File: src/rtl/irq_mask_pkg.sv
package irq_mask_pkg;
    localparam int unsigned REG_W  = 32;
    localparam int unsigned SRC_N  = 30;
    localparam int unsigned ADDR_W = 12;

    localparam logic [ADDR_W-1:0] OFS_FLAGS = 12'h024;
    localparam logic [ADDR_W-1:0] OFS_OPEN  = 12'h028;
    localparam logic [ADDR_W-1:0] OFS_SHUT  = 12'h02C;
    localparam logic [ADDR_W-1:0] OFS_GATE  = 12'h030;

    typedef enum logic [1:0] {
        WR_NONE,
        WR_TEST,
        WR_OPEN,
        WR_SHUT
    } wr_kind_e;

    typedef enum logic [1:0] {
        RD_NONE,
        RD_FLAGS,
        RD_GATE,
        RD_ZERO
    } rd_kind_e;
endpackage

File: src/rtl/irq_decode.sv
module irq_decode
    import irq_mask_pkg::*;
#(
    parameter int unsigned AW = ADDR_W
) (
    input  logic [AW-1:0] addr,
    input  logic          wr,
    input  logic          rd,
    output wr_kind_e      wr_kind,
    output rd_kind_e      rd_kind
);
    always_comb begin
        wr_kind = WR_NONE;
        if (wr) begin
            unique case (addr)
                OFS_GATE: wr_kind = WR_TEST;
                OFS_OPEN: wr_kind = WR_OPEN;
                OFS_SHUT: wr_kind = WR_SHUT;
                default:  wr_kind = WR_NONE;
            endcase
        end
    end

    always_comb begin
        rd_kind = RD_NONE;
        if (rd) begin
            unique case (addr)
                OFS_FLAGS: rd_kind = RD_FLAGS;
                OFS_GATE:  rd_kind = RD_GATE;
                default:   rd_kind = RD_ZERO;
            endcase
        end
    end
endmodule

File: src/rtl/irq_flag_bank.sv
module irq_flag_bank #(
    parameter int unsigned N = 30
) (
    input  logic         clk,
    input  logic         rst_n,
    input  logic         test_ld,
    input  logic [N-1:0] test_val,
    input  logic         rd_clr,
    input  logic [N-1:0] evt,
    output logic [N-1:0] flags
);
    logic [N-1:0] base;

    always_comb begin
        if (test_ld)      base = test_val;
        else if (rd_clr)  base = '0;
        else              base = flags;
    end

    always_ff @(posedge clk) begin
        if (!rst_n) flags <= '0;
        else        flags <= base | evt;
    end

    // every pulsed source is pending after the edge
    p_evt_latched_r9: assert property (@(posedge clk) disable iff (!rst_n)
        (evt != '0) |=> ((flags & $past(evt)) == $past(evt)));

    // a clearing read with no pulse and no test load empties the bank
    p_read_clears_r8: assert property (@(posedge clk) disable iff (!rst_n)
        (rd_clr && !test_ld && evt == '0) |=> (flags == '0));

    // test load with no pulse copies the data exactly
    p_test_load_r5: assert property (@(posedge clk) disable iff (!rst_n)
        (test_ld && evt == '0) |=> (flags == $past(test_val)));
endmodule

File: src/rtl/irq_gate_bank.sv
module irq_gate_bank #(
    parameter int unsigned N = 30
) (
    input  logic         clk,
    input  logic         rst_n,
    input  logic         open_wr,
    input  logic         shut_wr,
    input  logic [N-1:0] bits,
    output logic [N-1:0] gate
);
    always_ff @(posedge clk) begin
        if (!rst_n)       gate <= '1;
        else if (open_wr) gate <= gate & ~bits;
        else if (shut_wr) gate <= gate | bits;
    end

    // opened bits read back as 0
    p_open_clears_r3: assert property (@(posedge clk) disable iff (!rst_n)
        open_wr |=> ((gate & $past(bits)) == '0));

    // shut bits read back as 1
    p_shut_sets_r4: assert property (@(posedge clk) disable iff (!rst_n)
        shut_wr |=> ((gate & $past(bits)) == $past(bits)));

    // without an open or shut write the mask holds
    p_gate_hold_r5: assert property (@(posedge clk) disable iff (!rst_n)
        (!open_wr && !shut_wr) |=> $stable(gate));
endmodule

File: src/rtl/irq_mask_ctrl.sv
module irq_mask_ctrl
    import irq_mask_pkg::*;
#(
    parameter int unsigned SRC_CNT = SRC_N,
    parameter int unsigned DW      = REG_W,
    parameter int unsigned AW      = ADDR_W
) (
    input  logic               clk,
    input  logic               rst_n,
    input  logic [AW-1:0]      bus_addr,
    input  logic               bus_wr,
    input  logic [DW-1:0]      bus_wdata,
    input  logic               bus_rd,
    output logic [DW-1:0]      bus_rdata,
    input  logic [SRC_CNT-1:0] evt_pulse,
    output logic               irq_o
);
    localparam int unsigned PAD_W = DW - SRC_CNT;

    wr_kind_e           wr_kind;
    rd_kind_e           rd_kind;
    logic [SRC_CNT-1:0] flags;
    logic [SRC_CNT-1:0] gate;
    logic [SRC_CNT-1:0] rd_val;
    logic               irq_q;

    irq_decode #(.AW(AW)) u_decode (
        .addr    (bus_addr),
        .wr      (bus_wr),
        .rd      (bus_rd),
        .wr_kind (wr_kind),
        .rd_kind (rd_kind)
    );

    irq_flag_bank #(.N(SRC_CNT)) u_flags (
        .clk      (clk),
        .rst_n    (rst_n),
        .test_ld  (wr_kind == WR_TEST),
        .test_val (bus_wdata[SRC_CNT-1:0]),
        .rd_clr   (rd_kind == RD_FLAGS),
        .evt      (evt_pulse),
        .flags    (flags)
    );

    irq_gate_bank #(.N(SRC_CNT)) u_gate (
        .clk     (clk),
        .rst_n   (rst_n),
        .open_wr (wr_kind == WR_OPEN),
        .shut_wr (wr_kind == WR_SHUT),
        .bits    (bus_wdata[SRC_CNT-1:0]),
        .gate    (gate)
    );

    always_comb begin
        unique case (rd_kind)
            RD_FLAGS: rd_val = flags;
            RD_GATE:  rd_val = gate;
            RD_ZERO:  rd_val = '0;
            default:  rd_val = '0;
        endcase
    end

    generate
        if (PAD_W > 0) begin : g_pad
            assign bus_rdata = {{PAD_W{1'b0}}, rd_val};
        end else begin : g_nopad
            assign bus_rdata = rd_val;
        end
    endgenerate

    always_ff @(posedge clk) begin
        if (!rst_n) irq_q <= 1'b0;
        else        irq_q <= |(flags & ~gate);
    end
    assign irq_o = irq_q;

    // a raised line needs a pending flag one cycle earlier
    p_irq_source_r6: assert property (@(posedge clk) disable iff (!rst_n)
        irq_o |-> $past(flags != '0));

    // a fully shut mask keeps the line low
    p_irq_all_shut_r6: assert property (@(posedge clk) disable iff (!rst_n)
        $past(&gate) |-> !irq_o);

    // upper bits of read data stay zero
    p_pad_zero_r2: assert property (@(posedge clk) disable iff (!rst_n)
        (bus_rdata >> SRC_CNT) == '0);
endmodule

File: config.mk
export PLATFORM = sky130hd
export DESIGN_NAME = irq_mask_ctrl
export DESIGN_NICKNAME = d
export VERILOG_FILES = /design/src/rtl/irq_mask_pkg.sv /design/src/rtl/irq_decode.sv /design/src/rtl/irq_flag_bank.sv /design/src/rtl/irq_gate_bank.sv /design/src/rtl/irq_mask_ctrl.sv
export SDC_FILE = /design/constraint.sdc
export NUM_CORES = 1
export LEC_CHECK = 0
export BUFFER_PORTS_ARGS = -buffer_cell sky130_fd_sc_hd__buf_2
export CORE_ASPECT_RATIO = 0.8
export CORE_MARGIN = 2
export CORE_UTILIZATION = 46
export DETAILED_ROUTE_END_ITERATION = 7
export PLACE_DENSITY = 0.87
export SLEW_MARGIN = 20
export SYNTH_ARGS = -nofsm -noshare
export SYNTH_HDL_FRONTEND = slang
export SYNTH_HIERARCHICAL = 1
export SYNTH_SLANG_ARGS = --single-unit
File: constraint.sdc
create_clock -name clk -period 1.9 [get_ports clk]
set_input_delay 0.19 -clock clk [delete_from_list [all_inputs] [get_ports clk]]
set_output_delay 0.19 -clock clk [all_outputs]
set_load 0.05 [all_outputs]
==> summary.txt <==
Status
  – Status: finished, violations left
  – Violated checks: setup timing

Yosys
  – Yosys cell types: 28
  – Top-count cell post-synth: dfxtp_1
  – Most used flip-flop cell after synthesis: dfxtp_1
  – Area leader, netlist: dfxtp_1
  – Async set-reset flop share out of synthesis: 0%
  – Seq/Total Area, Yosys: 37.5%
  – Ranking of synthesized cells by area: dfxtp_1 38%, a21oi_1 9.1%, or3b_1 8.1%, a22oi_1 7.2%, a21boi_1 6.9%
  – Number of synthesized flops with an enable pin: 0
  – Synth top cells by count: 61 x dfxtp_1, 59 x a21oi_1, 31 x a22oi_1, 31 x and2_1, 31 x nor2_1
  – YS warnings: 6
  – Yosys reg bits: 61
  – Synth Instances: 401
  – Synth top area share: 37.5%
  – Avg Inst Size Synth: between 8 and 9 um2
  – Mapped Area: 3250 um2

Die
  – Core Rows: 27
  – Die Span Y: about 80 um
  – Die Wd: between 90 and 100 um
  – Core area: 6860 um2
  – Initial Util: 47.5%
  – IO Count: approximately 110
  – Die ar.: slightly below 8000 um2

Finish
  – Core Util, Final: about 73%
  – Share of post-route cells with drive strength above 1: 42.6%
  – Cell area after layout: 4980 um2
  – Nets: 591
  – Layout area overhead: 52.9%
  – N_diodes: 0

CTS
  – Reg clk slew, reported paths: 60 ps
  – Later-pin clock latency in the skew report: ~350 ps
  – Clk Tree Root Cell: clkbuf_8
  – Post-CTS Hold Fix Bufs: 0
  – CTS max path bufs: 2
  – Cts bufs inserted: 9
  – H-tree Lvls: 3
  – Clock Sinks: 61
  – CTS tree: done

Placed design
  – # port buffers: between 100 and 150
  – Routability cong.: 0.810
  – Detailed Place HPWL: between 6000 and 7000 um
  – Cell Area, Placed: around 4400 um2

Drt
  – WL/cell: 17.1 um
  – Starting DRC count in detailed routing: between 150 and 200
  – DR vias: approximately 3.4k
  – Routed WL: between 10000 and 15000 um
  – # DRC: 0
  – Antenna Nets Post-Route: 0
  – Vias per cell: ~5.7
  – First-pass iteration count of the detailed router: 6

Global route
  – Pin count of the biggest net entering global routing: between 60 and 70
  – First-pass GRT wire length: 15500 um
  – Total track usage: roughly a quarter
  – Vias in the first global route: 3314
  – Initial antenna violation count: 0
  – Total gr overflow: 0

STA
  – Crit share post-route: 117%
  – Worst slew pin tran: ~530 ps
  – Max Fclk: between 400 and 500 MHz
  – Slew headroom: 64.5%
  – Final setup skew: 6.77 ps
  – Slew Viols, Final: 0
  – Setup ws final: -319 ps
  – Final hold violation count: 0
  – Unrepaired setup endpoints after global routing: yes
  – Endpoints failing setup: 36
  – Crit path time final: ~2200 ps
  – Total negative slack: -8920 ps

Critical path
  – Critical path peak fanout: 16
  – Critical Path RT: roughly 1700 ps
  – CP top delay family: simple AND/OR/NAND/NOR gates
  – Most used cell, CP: buf_6
  – Critical Path Start Type: input port
  – Crit Path Class: input port to output pin
  – Crit end category: output pin
  – Slowest stage delay, CP: ~540 ps
  – WP data arrival: slightly above 2000 ps
  – WP buf/inv: 4
  – Slowest stage cell on the critical path: or4_4
  – CP Cell Sequence: buf_6 > or4_4 > o31a_1 > buf_4 > ha_4 > buf_12 > a22oi_2 > nor2_4 > buf_6
  – Worst R2R Setup Slack: roughly 560 ps

Power and ir drop
  – Peak VDD IR: approximately 0.00033 V
  – P_leak: around 0.0020 uW
  – Power per Cell Area: a little over 700 nW/um2

Worst hold path
  – Hold Path Class: input port to flip-flop

Flow run
  – Number of max-cap violations: 0
cells in the final DEF (no fill, tap or decap), drive strengths merged, types with 16 or more instances in the layout:
| master | instances |
|---|---|
| or3b | 30 |
| buf | 127 |
| inv | 24 |
| dfxtp | 61 |
| clkbuf | 16 |
| a22oi | 31 |
| a21boi | 30 |
| and2 | 31 |
| nor2 | 31 |
| a21oi | 60 |
| o21ai | 30 |
worst register-to-register path, delay by kind of cell, from the launching register on:
kind | cells | cell delay (ps)
flip-flops | 1 | 380
AND/OR/NAND/NOR | 2 | 560
AO/OA/AOI/OAI | 2 | 270
power breakdown:
part	switching (uW)	internal, uW	total [uW]
sequential	39.9	1320	1360
clock	522	880	1400
combinational	473	365	837
total	1030	2570	3600
through the flow:
stage                     total power [uW]  instances  hold WS, ps  setup slack, ps
after CTS                             3560        595         97.8             -348
after global routing                  3710        603          109             -360
after global placement                2100        579          449             -338
after detailed placement              2110        579          455             -382
after floorplan                       1930        402          299             -116
final                                 3600        603          102             -319
repair_timing:
| action | 4_1_cts | 5_1_grt |
|---|---|---|
| buffers inserted | 0 | 4 |
| endpoints found under the setup margin | 30 | 37 |
| resized for setup | 61 | 10 |
| gates cloned | 0 | 4 |
| pin swaps | 17 | 17 |
metal layers:
layer / vias to the layer above / share of wire (%) / GRT usage, %
li1: 1653 / - / -
met1: 1602 / 43 / 30.9
met2: 141 / 47 / 40.2
met3: 31 / 6.5 / 7.22
met4: 0 / 2.9 / 11.0
met5: - / 0 / 0
layout make-up:
type,count,area [um2]
fill,481,1880
inverter,24,90.1
clock inverter,3,65.1
tap,87,109
multi-input combinational,285,2210
sequential,61,1220
clock buffer,13,179
timing repair buffer,130,1100
kinds of logic after synthesis:
logic type / share of synthesized area (%)
other cells: 0.115
compound gates: 31.3
flops: 37.5
buf+inv: 8.04
simple gates: 22.3
fa+ha+maj: 0.769
final timing paths:
kind / cells past startpoint / to / start
worst min register to register: 2 / flip-flop / flip-flop
worst max-delay path: 9 / bus_rdata[1] / bus_addr[1]
worst max register to register: 4 / irq_o$_SDFF_PN0_ / flip-flop
worst min-delay path: 3 / u_flags/flags[25]$_SDFF_PN0_ / evt_pulse[25]
No activity file was read; power rests on OpenSTA's default activity.
